### src/rtl/wcm_pkg.sv
package wcm_pkg;
    localparam int POS_W = 10;
    localparam int LEN_W = 7;
    localparam int DUR_W = 16;

    typedef enum logic [1:0] {
        ST_IDLE   = 2'd0,
        ST_GATHER = 2'd1,
        ST_HELD   = 2'd2
    } wcm_state_t;

    typedef struct packed {
        logic             en;
        logic [POS_W-1:0] pos;
        logic [LEN_W-1:0] len;
        logic [DUR_W-1:0] dur;
        logic             vval;
    } wcm_cfg_t;
endpackage

### src/rtl/wcm_cfg_bank.sv
module wcm_cfg_bank
    import wcm_pkg::*;
#(
    parameter int N_SEND = 4,
    localparam int SEL_W = (N_SEND > 1) ? $clog2(N_SEND) : 1
) (
    input  logic                    clk,
    input  logic                    rst_n,
    input  logic                    wr_en,
    input  logic [SEL_W-1:0]        wr_sel,
    input  wcm_cfg_t                wr_cfg,
    output wcm_cfg_t [N_SEND-1:0]   cfg_q
);
    for (genvar g = 0; g < N_SEND; g++) begin : g_slot
        always_ff @(posedge clk or negedge rst_n) begin
            if (!rst_n) begin
                cfg_q[g] <= '{en: 1'b0, pos: '0, len: LEN_W'(1), dur: DUR_W'(1), vval: 1'b1};
            end else if (wr_en && (32'(wr_sel) == g)) begin
                cfg_q[g] <= wr_cfg;
            end
        end
    end
endmodule

### src/rtl/wcm_lane.sv
module wcm_lane
    import wcm_pkg::*;
#(
    parameter int PAY_W = 32
) (
    input  wcm_cfg_t          cfg,
    input  logic              res_vld,
    input  logic              res_bit,
    output logic [PAY_W-1:0]  word,
    output logic              take,
    output logic              bad
);
    logic [LEN_W+2:0] lim_bits;
    logic             place_ok;

    always_comb begin
        lim_bits = {cfg.len, 3'b000};
        place_ok = !cfg.pos[0]
                && (cfg.len != '0)
                && (32'(lim_bits) <= PAY_W)
                && ((32'(cfg.pos) + 32'd1) < 32'(lim_bits));
        take = res_vld && cfg.en && place_ok;
        bad  = res_vld && cfg.en && !place_ok;
        word = take ? (PAY_W'({cfg.vval, res_bit}) << cfg.pos) : '0;
    end
endmodule

### src/rtl/wcm_merge.sv
module wcm_merge
    import wcm_pkg::*;
#(
    parameter int N_SEND    = 4,
    parameter int PAY_BYTES = 4,
    parameter int ID_W      = 5,
    parameter int GROUP_ID  = 16,
    localparam int PAY_W    = PAY_BYTES * 8,
    localparam int SEL_W    = (N_SEND > 1) ? $clog2(N_SEND) : 1
) (
    input  logic              clk,
    input  logic              rst_n,
    input  logic              cfg_we,
    input  logic [SEL_W-1:0]  cfg_sel,
    input  logic              cfg_en,
    input  logic [9:0]        cfg_pos,
    input  logic [6:0]        cfg_len,
    input  logic [15:0]       cfg_dur,
    input  logic              cfg_vld_val,
    input  logic [N_SEND-1:0] res_vld,
    input  logic [N_SEND-1:0] res_bit,
    input  logic              pop_req,
    input  logic [ID_W-1:0]   pop_id,
    output logic              pop_ack,
    output logic              pop_empty,
    output logic [PAY_W-1:0]  pop_data,
    output logic              err_o
);
    wcm_cfg_t [N_SEND-1:0] cfgs;
    wcm_cfg_t              wr_cfg;
    logic [PAY_W-1:0]      lane_word [N_SEND];
    logic [N_SEND-1:0]     lane_take;
    logic [N_SEND-1:0]     lane_bad;
    logic [PAY_W-1:0]      contrib;
    logic [DUR_W-1:0]      open_dur;
    logic                  take_any;
    logic                  id_hit;
    wcm_state_t            st_q, st_d;
    logic [PAY_W-1:0]      acc_q;
    logic [DUR_W-1:0]      cnt_q;

    assign wr_cfg = '{en: cfg_en, pos: cfg_pos, len: cfg_len, dur: cfg_dur, vval: cfg_vld_val};

    wcm_cfg_bank #(.N_SEND(N_SEND)) i_bank (
        .clk    (clk),
        .rst_n  (rst_n),
        .wr_en  (cfg_we),
        .wr_sel (cfg_sel),
        .wr_cfg (wr_cfg),
        .cfg_q  (cfgs)
    );

    for (genvar g = 0; g < N_SEND; g++) begin : g_lane
        wcm_lane #(.PAY_W(PAY_W)) i_lane (
            .cfg     (cfgs[g]),
            .res_vld (res_vld[g]),
            .res_bit (res_bit[g]),
            .word    (lane_word[g]),
            .take    (lane_take[g]),
            .bad     (lane_bad[g])
        );
    end

    always_comb begin
        contrib  = '0;
        open_dur = '0;
        for (int i = N_SEND - 1; i >= 0; i--) begin
            contrib = contrib | lane_word[i];
            if (lane_take[i]) open_dur = cfgs[i].dur;
        end
        take_any = |lane_take;
        id_hit   = pop_req && (32'(pop_id) == GROUP_ID);
    end

    // state register
    always_ff @(posedge clk or negedge rst_n) begin
        if (!rst_n) st_q <= ST_IDLE;
        else        st_q <= st_d;
    end

    // next state
    always_comb begin
        st_d = st_q;
        unique case (st_q)
            ST_IDLE:   if (take_any) st_d = (open_dur <= DUR_W'(1)) ? ST_HELD : ST_GATHER;
            ST_GATHER: if (cnt_q <= DUR_W'(1)) st_d = ST_HELD;
            ST_HELD:   if (id_hit) st_d = ST_IDLE;
            default:   st_d = ST_IDLE;
        endcase
    end

    // datapath and outputs
    always_ff @(posedge clk or negedge rst_n) begin
        if (!rst_n) begin
            acc_q     <= '0;
            cnt_q     <= '0;
            pop_ack   <= 1'b0;
            pop_empty <= 1'b0;
            pop_data  <= '0;
            err_o     <= 1'b0;
        end else begin
            unique case (st_q)
                ST_IDLE: if (take_any) begin
                    acc_q <= contrib;
                    cnt_q <= open_dur - DUR_W'(1);
                end
                ST_GATHER: begin
                    acc_q <= acc_q | contrib;
                    cnt_q <= cnt_q - DUR_W'(1);
                end
                ST_HELD: ;
                default: ;
            endcase
            pop_ack   <= pop_req;
            pop_empty <= pop_req && !(id_hit && st_q == ST_HELD);
            pop_data  <= (id_hit && st_q == ST_HELD) ? acc_q : '0;
            err_o     <= (|lane_bad) || (take_any && st_q == ST_HELD);
        end
    end
endmodule

### config.mk
export PLATFORM = sky130hd
export DESIGN_NAME = wcm_merge
export DESIGN_NICKNAME = d
export VERILOG_FILES = /design/src/rtl/wcm_pkg.sv /design/src/rtl/wcm_cfg_bank.sv /design/src/rtl/wcm_lane.sv /design/src/rtl/wcm_merge.sv
export SDC_FILE = /design/constraint.sdc
export NUM_CORES = 1
export LEC_CHECK = 0
export BUFFER_PORTS_ARGS = -buffer_cell sky130_fd_sc_hd__buf_2
export CELL_PAD_IN_SITES_DETAIL_PLACEMENT = 1
export CELL_PAD_IN_SITES_GLOBAL_PLACEMENT = 2
export CORE_MARGIN = 2
export CORE_UTILIZATION = 37
export CTS_BUF_LIST = sky130_fd_sc_hd__clkbuf_8
export DETAILED_ROUTE_END_ITERATION = 10
export PLACE_DENSITY_LB_ADDON = 0.1
export REMOVE_ABC_BUFFERS = 1
export SYNTH_ARGS = -nofsm -noshare
export SYNTH_HDL_FRONTEND = slang
export SYNTH_SLANG_ARGS = --single-unit
### constraint.sdc
create_clock -name clk -period 3.9 [get_ports clk]
set_input_delay 0.39 -clock clk [delete_from_list [all_inputs] [get_ports clk]]
set_output_delay 0.39 -clock clk [all_outputs]
set_load 0.02 [all_outputs]
### After elaboration in Yosys (flattened, before gate mapping)

Cells that the tools add are included.

| storage, ports and cells | value |
|---|---|
| bits in registers | 225 |
| input port bits | 54 |
| output and inout bits | 35 |
| word-level logic and storage cells | 131 |

| cells by class | value |
|---|---|
| add/sub/neg operators | 6 |
| $lt $le $gt $ge | 10 |
| eq/ne operators | 9 |
| shift-type cells | 4 |
| muxes and demuxes | 18 |
| bitwise gates (word level) | 4 |
| reductions and logical operators | 53 |

Operator list:

| cell | number |
|---|---|
| 2-to-1 mux 32 bit | 6 |
| < comparator 32 x 10 -> 1 bit | 4 |
| OR 32 bit | 4 |
| << shifter 2 x 10 -> 32 bit | 4 |
| 2-to-1 mux 16 bit | 5 |
| one-hot mux 32 bit (2 select lines) | 1 |
| adder 10 x 1 -> 11 bit (second input constant) | 4 |
| less-or-equal comparator 10 x 6 -> 1 bit (second input constant) | 4 |
| less-or-equal comparator 16 x 1 -> 1 bit (second input constant) | 2 |
| logical AND 1 bit | 32 |
| one-hot mux 16 bit (2 select lines) | 1 |
| subtractor 16 x 1 -> 16 bit (second input constant) | 2 |
| nonzero test 7 bit | 4 |
| zero test 1 bit | 9 |
| 2-to-1 mux 2 bit | 4 |
| OR reduction 4 bit | 2 |
| == test 2 bit (second input constant) | 3 |
| != test 2 bit (second input constant) | 3 |
| one-hot mux 2 bit (3 select lines) | 1 |
| == test 5 bit (second input constant) | 1 |
| == test 2 x 1 -> 1 bit (second input constant) | 2 |
| zero test 2 bit | 2 |
| AND reduction 3 bit | 1 |
| AND reduction 2 bit | 1 |
| other kinds (2) | 2 |

### Logic depth before layout (Yosys ltp)

Gate-level depths: netlist of the first run.

| logic depth | value |
|---|---|
| depth in word-level cells | 13 |
| mapped depth | 22 |
| gate-level depth less buffers | 18 |

### By module

A second synthesis of the first run with hierarchy kept.

| unflattened totals | value |
|---|---|
| cells, all modules | 1210 |
| area total of the unflattened synthesis | 12637.1 um^2 |

Modules (own cells, without submodules):

| module | instances | cells each | area an instance (um^2) | seq. area each (um^2) |
|---|---|---|---|---|
| wcm_cfg_bank | 1 | 296 | 5225.0 | 3518.4 |
| wcm_merge | 1 | 444 | 4222.8 | 2127.0 |
| wcm_lane at g_lane[0].i_lane ... | 3 | 116 | 772.0 | 0.0 |
| wcm_lane at g_lane[3].i_lane | 1 | 122 | 873.3 | 0.0 |

### Least setup slack after synthesis of the first run

No wires, ideal clock.

| timing | value |
|---|---|
| path type | reg-to-reg |
| start point | register i_bank.cfg_q[95] in the netlist's numbering |
| end point | register cnt_q[12] |
| library setup time | 0.130 ns |
| arrival time | 4.007 ns |
| required time | 3.770 ns |
| path slack | -0.237 ns |
| stages on the path, launching flop included | 22 |
| path buffers | 4 |
| period minus slack after synthesis | 4.137 ns |
| cells stage by stage | dfrtp_1 buf_6 and4_4 buf_6 nand4_1 nor2_1 nand2_1 xnor2_1 ha_1 a211oi_1 and4b_1 buf_4 and3_4 and3_1 buf_6 o311a_1 a2bb2oi_2 ha_1 nand3_1 or3_1 o31ai_1 a31oi_1 |

| between the ends | value |
|---|---|
| cells in the longest elaborated chain, start to end | 10 |
| elaborated cells between the ends (all ways) | 13 |
| those cells by class | add/sub (2); order compare (1); eq/ne (1); mux (5); reduce/logical (4) |

Ends and longest elaborated chain:

| what | RTL line | RTL |
|---|---|---|
| from (decl) | wcm_cfg_bank.sv:12 | `output wcm_cfg_t [N_SEND-1:0] cfg_q` |
| from (signal, indexed assignment) | wcm_cfg_bank.sv:17 | `cfg_q[g] <= '{en: 1'b0, pos: '0, len: LEN_W'(1), dur: DUR_W'(1), vval: 1'b1};` |
| from (signal, indexed assignment) | wcm_cfg_bank.sv:19 | `cfg_q[g] <= wr_cfg;` |
| adder 10 x 1 -> 11 bit * | wcm_lane.sv:21 | `&& ((32'(cfg.pos) + 32'd1) < 32'(lim_bits));` |
| < comparator 32 x 10 -> 1 bit * | wcm_lane.sv:21 |  |
| logical AND 1 bit * | wcm_lane.sv:21 |  |
| logical AND 1 bit * | wcm_lane.sv:22 | `take = res_vld && cfg.en && place_ok;` |
| 2-to-1 mux 16 bit (3 in series) | wcm_merge.sv:69 | `if (lane_take[i]) open_dur = cfgs[i].dur;` |
| subtractor 16 x 1 -> 16 bit | wcm_merge.sv:105 | `cnt_q <= open_dur - DUR_W'(1);` |
| 2-to-1 mux 16 bit | wcm_merge.sv:103 | `ST_IDLE: if (take_any) begin` |
| one-hot mux 16 bit (2 select lines) | wcm_merge.sv:102 | `unique case (st_q)` |
| to (signal assigned) | wcm_merge.sv:105 |  |
| to (signal assigned) | wcm_merge.sv:109 | `cnt_q <= cnt_q - DUR_W'(1);` |
| to (decl) | wcm_merge.sv:40 | `logic [DUR_W-1:0] cnt_q;` |

Every way passes the cells marked *; elsewhere a longest branch is shown, timed or not. The select of a mux whose other input is x is not followed.
A chain may end at the register's enable or synchronous reset.

### Final worst setup path of the first run

| timing | value |
|---|---|
| start point | register i_bank.cfg_q[97] in the netlist's numbering |
| end point | register cnt_q[12] |

Same word-level chain as after synthesis.

==> results.json, run 1 <==
{
  "peakVddDrop_mv": 0.252,
  "gp_congestion": 0.877,
  "grt_pass1_vias": 10900,
  "dpl_worst_slack_ps": -103,
  "wl_per_cell_um": 20.7,
  "synth-seq-area-share_pct": 45.0,
  "whs_ps": 99.2,
  "avgSynthCellArea_sq_um": 9.91,
  "fin_crit_ps": 3900,
  "rsz0062_at_grt": "true",
  "regToRegSetupSlack_ps": -5,
  "firstDrtPassIters": 4,
  "hold_path.startpoint": "cfg_len[1]",
  "whs_endpoint": "i_bank.cfg_q[18]$_DFFE_PN0P_",
  "core_sq_mm": 0.0334,
  "p_per_area_mw_per_mm2": 507,
  "std_cell_rows": 67,
  "clk_latency_ps": 560,
  "worstPathBufferInverterCount": 1,
  "critPathMostFrequentCell": "and3_4",
  "place_inst": 1841,
  "crit_path_start_kind": "flop",
  "finClkSkew_ps": 38.3,
  "status": "finished with violations",
  "fin_nets": 1553,
  "yosysUniqueCellTypes": 83,
  "finalSetupViolations": 1,
  "hpwl_um": 29800,
  "multi_input_area_sq_mm": 0.00685,
  "drive_above_1_share_pct": 36.0,
  "crit_path_max_fanout": 4,
  "yosysWarnings": 0,
  "areaGrowthSynthToFinish_pct": 25.6,
  "drtIter0Drc": 529,
  "die_area_sq_mm": 0.0354,
  "hold_depth": 3,
  "drc_errors": 0,
  "max_stage_delay_ps": 440,
  "track_usage_pct": 22.7,
  "drt-total-wl_um": 40500,
  "antenna_found_initial": 0,
  "ioPinCount": 89,
  "worstPathRequired_ps": 4320,
  "synth_edf_count": 0,
  "grt_max_degree": 100,
  "hold_violations": 0,
  "path_class": "flop to flop",
  "vias": 10500,
  "initial_core_util_pct": 37.5,
  "timing.fmax_ghz": 0.256,
  "finalMaxSlewViolations": 0,
  "dieWidth_um": 188,
  "cts_buffers": 40,
  "finalCritPeriodShare_pct": 100,
  "syn_inst": 1266,
  "cp_cell_sequence": "and4_4 > nand4_1 > nor2_2 > nand2_1 > xnor2_1 > ha_1 > a211oi_2 > and4b_2 > and3_4 > and3_4 > o311a_1 > a2bb2oi_2 > buf_4 > ha_4 > nand3_2 > or3_4 > o31ai_4 > a31oi_1",
  "synth-seq-cells": 225,
  "violations": "negative setup slack",
  "cp-startpoint": "i_bank.cfg_q[97]$_DFFE_PN0P_",
  "r2r-start": "i_bank.cfg_q[97]$_DFFE_PN0P_",
  "p_leak_nw": 6.87,
  "clk_path_buf_depth": 3,
  "rr_worst_depth": 18,
  "grt_pass1_wl_um": 63000,
  "min_path_type": "input port to flop",
  "clk_pin_slew_ps": 70,
  "synth.cell_area_sq_mm": 0.0125,
  "nFillCells": 3745,
  "ctsHtreeMaxLevel": 2,
  "cts_tree": "yes",
  "port_buffers": 88,
  "seqCellArea_sq_mm": 0.00565,
  "vias_per_cell": 5.40,
  "antenna_cells": 0,
  "ant_nets": 0,
  "clock_sinks": 225,
  "crit_path_top_delay_cell": "or3_4",
  "cap_violations": 0,
  "async_flop_share_pct": 100,
  "cpLargestDelayFamily": "simple AND/OR/NAND/NOR gates",
  "relSlewSlack_pct": 46.0,
  "endpoint_kind": "flop",
  "stdcell_count": 1951,
  "ys.flop_type": "dfrtp_1",
  "finalWorstSetupSlack_ps": -5.00,
  "worst_pin_slew_ps": 799,
  "r2r_end": "cnt_q[12]$_DFFE_PN0P_",
  "crit_arrival_ps": 4330,
  "post-route-util_pct": 47.1,
  "die_h_um": 188,
  "grt_overflow_total": 0,
  "clockRootBuffer": "clkbuf_8"
}
[repair_timing]
action | 4_1_cts | 5_1_grt
pin swaps | 13 | 51
hold buffers | 2 | 0
setup buffers | 7 | 30
hold endpoints to repair | 93 | 0
endpoints found under the setup margin | 12 | 43
resized for setup | 28 | 93
[routing by layer]
| layer | wire length (um) | part of all wire, % | GRT usage, % | vias to the layer above |
|---|---|---|---|---|
| li1 | - | - | - | 4999 |
| met1 | 19400 | 48 | 32.4 | 5296 |
| met2 | 19000 | 47 | 36.7 | 189 |
| met3 | 1400 | 3.5 | 3.13 | 47 |
| met4 | 663 | 1.6 | 5.15 | 0 |
| met5 | 0 | 0 | 0 | - |
[cell type report]
type,instances,share of cell area [%]
timing repair buffer,236,10.6
clock inverter,25,1.26
inverter,40,0.969
tap,448,3.56
clock buffer,49,4.28
sequential,225,35.8
multi-input combinational,928,43.5
[power by group]
part	switching, mW	internal (mW)	total, mW
clock network	1.04	1.35	2.39
registers	0.395	2.83	3.22
logic	1.30	1.06	2.37
[flip-flops by register name (all words and copies together) (netlist names)]
signal,cells
cnt_q,16
pop_data,32
pop_ack,1
i_bank.cfg_q,140
st_q,2
acc_q,32
pop_empty,1
err_o,1
[cell usage after synthesis, types with 13 or more instances]
cell type | count | area share, %
a21oi_1 | 60 | 2.4
nand4_1 | 13 | 0.65
o21ai_0 | 76 | 3.0
or3_1 | 20 | 1.0
nor4_1 | 14 | 0.70
inv_1 | 40 | 1.2
ha_1 | 28 | 2.8
buf_2 | 14 | 0.56
and2_1 | 42 | 2.1
nor2_1 | 110 | 3.3
a31oi_1 | 26 | 1.3
nor3_1 | 28 | 1.1
a22oi_1 | 15 | 0.90
nand3_1 | 35 | 1.4
xnor2_1 | 25 | 1.7
mux2_2 | 133 | 12
nor2b_1 | 14 | 0.70
dfrtp_1 | 213 | 42
nand2_1 | 104 | 3.1
clkbuf_1 | 47 | 1.4
[kinds of logic after synthesis]
kind of cell / Yosys count / share of synthesized area [%]
simple gates: 442 / 18.3
flops: 225 / 45.0
xor+xnor: 35 / 2.44
compound gates: 285 / 15.2
mux: 138 / 12.3
fa+ha+maj: 28 / 2.79
buf+inv: 113 / 3.91
[worst register-to-register path, delay by kind of cell (launching register included)]
family	cells	cell delay [ps]
and+or+nand+nor	9	1820
AOI/OAI and AO/OA	5	830
adders and majority gates	2	470
DFF	1	350
buffers and inverters	1	140
xor gates and xnor gates	1	130
[through the flow]
step	power [mW]	TNS [ps]	area [sq um]
final	7.98	-5.00	15800
after detailed placement	5.46	-449	14100
after CTS	7.93	-34.7	15200
after floorplan	4.52	-27450	12200
after global routing	8.51	-1680	15800
after global placement	5.38	0	14100
[layout by cell type (no fill, tap or decap), drive strengths merged, types with 11 or more instances in the layout]
master,n
or3,20
ha,28
dfstp,12
nand3,36
nand2,105
mux2,133
nor3,29
nand4,14
buf,234
xnor2,25
nor4,16
a22o,12
a21oi,61
a22oi,15
nor2,111
and3,11
o21ai,82
inv,53
a211oi,12
nor2b,14
a31oi,26
dfrtp,213
clkbuf,49
nand3b,12
and2,43
[how the worst max path moves through the flow]
stage,endpoint,cells past startpoint
floorplan,cnt_q[11]$_DFFE_PN0P_,15
global placement,cnt_q[4]$_DFFE_PN0P_,20
detailed placement,cnt_q[12]$_DFFE_PN0P_,17
CTS,cnt_q[11]$_DFFE_PN0P_,17
global route,cnt_q[13]$_DFFE_PN0P_,18
finish,cnt_q[12]$_DFFE_PN0P_,18
No activity file was read; power rests on OpenSTA's default activity.
==> run 2: changes to the inputs <==
Settings changed: MAX_ROUTING_LAYER from default to met4.
==> run 2 against run 1 <==
Compared with the run above:
- the flow still finishes with violations (negative setup slack)
- cell area down 0.17%
- final cell count decreased by 0.21%
- sequential cell count stayed put
- via count barely moved
- clock skew shrank 4.4 ps
- die area unchanged
- utilization down 0.079 points
- routed wire length fell by 0.21%
- first-iteration DRC count fell by 7.6%
- maximum frequency is essentially flat
- hold slack barely moved
- critical endpoint unchanged
- highest routed layer unchanged
==> results.json, run 2 (synthesized netlist as in run 1, its figures left out) <==
{
  "hold_violations": 0,
  "finalWorstSetupSlack_ps": -8.86,
  "p_leak_nw": 6.86,
  "port_buffers": 88,
  "crit_path_max_fanout": 4,
  "fin_nets": 1549,
  "post-route-util_pct": 47.0,
  "min_path_type": "input port to flop",
  "core_sq_mm": 0.0334,
  "grt_max_degree": 100,
  "cap_violations": 0,
  "clk_path_buf_depth": 3,
  "vias_per_cell": 5.41,
  "top_regs": "i_bank.cfg_q x140, acc_q x32, pop_data x32",
  "peakVddDrop_mv": 0.251,
  "place_inst": 1841,
  "grt_pass1_vias": 10900,
  "die_h_um": 188,
  "crit_path_start_kind": "flop",
  "worstPathRequired_ps": 4320,
  "worst_pin_slew_ps": 813,
  "initial_core_util_pct": 37.5,
  "die_area_sq_mm": 0.0354,
  "clockRootBuffer": "clkbuf_8",
  "layout_common_cells": "dfrtp_1, mux2_2, buf_4, nand2_1, nor2_1",
  "relSlewSlack_pct": 45.8,
  "rsz0062_at_grt": "true",
  "mostFrequentLayoutCell": "dfrtp_1",
  "status": "finished with violations",
  "dieWidth_um": 188,
  "drive_above_1_share_pct": 36.0,
  "track_usage_pct": 23.4,
  "wl_per_cell_um": 20.7,
  "endpoint_kind": "flop",
  "violations": "negative setup slack",
  "ioPinCount": 89,
  "finalMaxSlewViolations": 0,
  "antenna_cells": 0,
  "fin_crit_ps": 3910,
  "vias": 10500,
  "regToRegSetupSlack_ps": -9,
  "largest_register_ff_count": 140,
  "drt-total-wl_um": 40400,
  "firstDrtPassIters": 4,
  "grt_overflow_total": 0,
  "p_per_area_mw_per_mm2": 507,
  "hpwl_um": 29800,
  "path_class": "flop to flop",
  "timing.fmax_ghz": 0.256,
  "drtIter0Drc": 489,
  "std_cell_rows": 67,
  "cts_tree": "yes",
  "finalCritPeriodShare_pct": 100,
  "stdcell_count": 1947,
  "clock_sinks": 225,
  "cts_buffers": 40,
  "gp_congestion": 0.891,
  "ctsHtreeMaxLevel": 2,
  "grt_pass1_wl_um": 63000,
  "finalPower_mw": 7.98,
  "finalSetupViolations": 1,
  "crit_arrival_ps": 4330,
  "clk_pin_slew_ps": 70,
  "drc_errors": 0,
  "ant_nets": 0,
  "clk_latency_ps": 560,
  "top_register": "i_bank.cfg_q",
  "finClkSkew_ps": 33.9,
  "antenna_found_initial": 0,
  "areaGrowthSynthToFinish_pct": 25.4
}
==> run 2: layout make-up <==
cell class / instances / area, sq um
timing repair buffer: 232 / 1640
inverter: 40 / 153
sequential: 225 / 5650
tap: 448 / 561
fill: 3741 / 17700
clock inverter: 25 / 199
multi-input combinational: 928 / 6860
clock buffer: 49 / 674
==> run 2: per-layer routing <==
metal | track usage, % | share of wire, % | vias up
met1 | 32.4 | 48 | 5311
met5 | - | 0 | -
li1 | - | - | 4993
met3 | 3.07 | 3.5 | 51
met2 | 36.6 | 47 | 182
met4 | 5.15 | 1.6 | 0
==> run 2: where the power goes <==
part | switching (mW) | internal (mW) | total (mW) | leakage [nW]
sequential | 0.396 | 2.83 | 3.22 | 2.73
combinational | 1.30 | 1.07 | 2.37 | 3.63
clock | 1.04 | 1.35 | 2.39 | 0.495
==> run 2: critical path, stage by stage (launching register included) <==
cell	delay [ps]
dfrtp_1	350
and4_4	240
nand4_1	140
nor2_2	130
nand2_1	70
xnor2_1	130
ha_1	330
a211oi_2	170
and4b_2	280
and3_4	190
and3_4	230
o311a_1	190
a2bb2oi_2	160
buf_4	140
ha_4	140
nand3_2	100
or3_4	440
o31ai_4	190
a31oi_1	120
==> run 2: per-stage QoR <==
step | hold slack [ps] | setup slack [ps] | instance area [sq um] | setup TNS [ps]
finish | 99.5 | -8.86 | 15700 | -8.86
global route | 106 | -186 | 15700 | -1750
CTS | 74.6 | -19.3 | 15200 | -34.7
detailed placement | 483 | -103 | 14100 | -449
global placement | 479 | 7.47 | 14100 | 0
floorplan | 94.4 | -1110 | 12200 | -27450
==> run 2: what timing repair did <==
action | in CTS | in global routing
hold buffers | 2 | 0
hold endpoints to repair | 93 | 0
buffers inserted | 7 | 26
gates resized for setup | 28 | 93
pin swaps | 13 | 49
endpoints found under the setup margin | 12 | 43
==> run 2: worst paths after layout <==
kind | from | end | cells past startpoint
max | i_bank.cfg_q[97]$_DFFE_PN0P_ | cnt_q[12]$_DFFE_PN0P_ | 18
min | cfg_len[1] | i_bank.cfg_q[18]$_DFFE_PN0P_ | 3
max reg2reg | i_bank.cfg_q[97]$_DFFE_PN0P_ | cnt_q[12]$_DFFE_PN0P_ | 18
min reg2reg | i_bank.cfg_q[50]$_DFFE_PN0P_ | i_bank.cfg_q[50]$_DFFE_PN0P_ | 1
max in group asynchronous | rst_n | cnt_q[9]$_DFFE_PN0P_ | 3
min in group asynchronous | rst_n | pop_data[15]$_DFF_PN0_ | 2
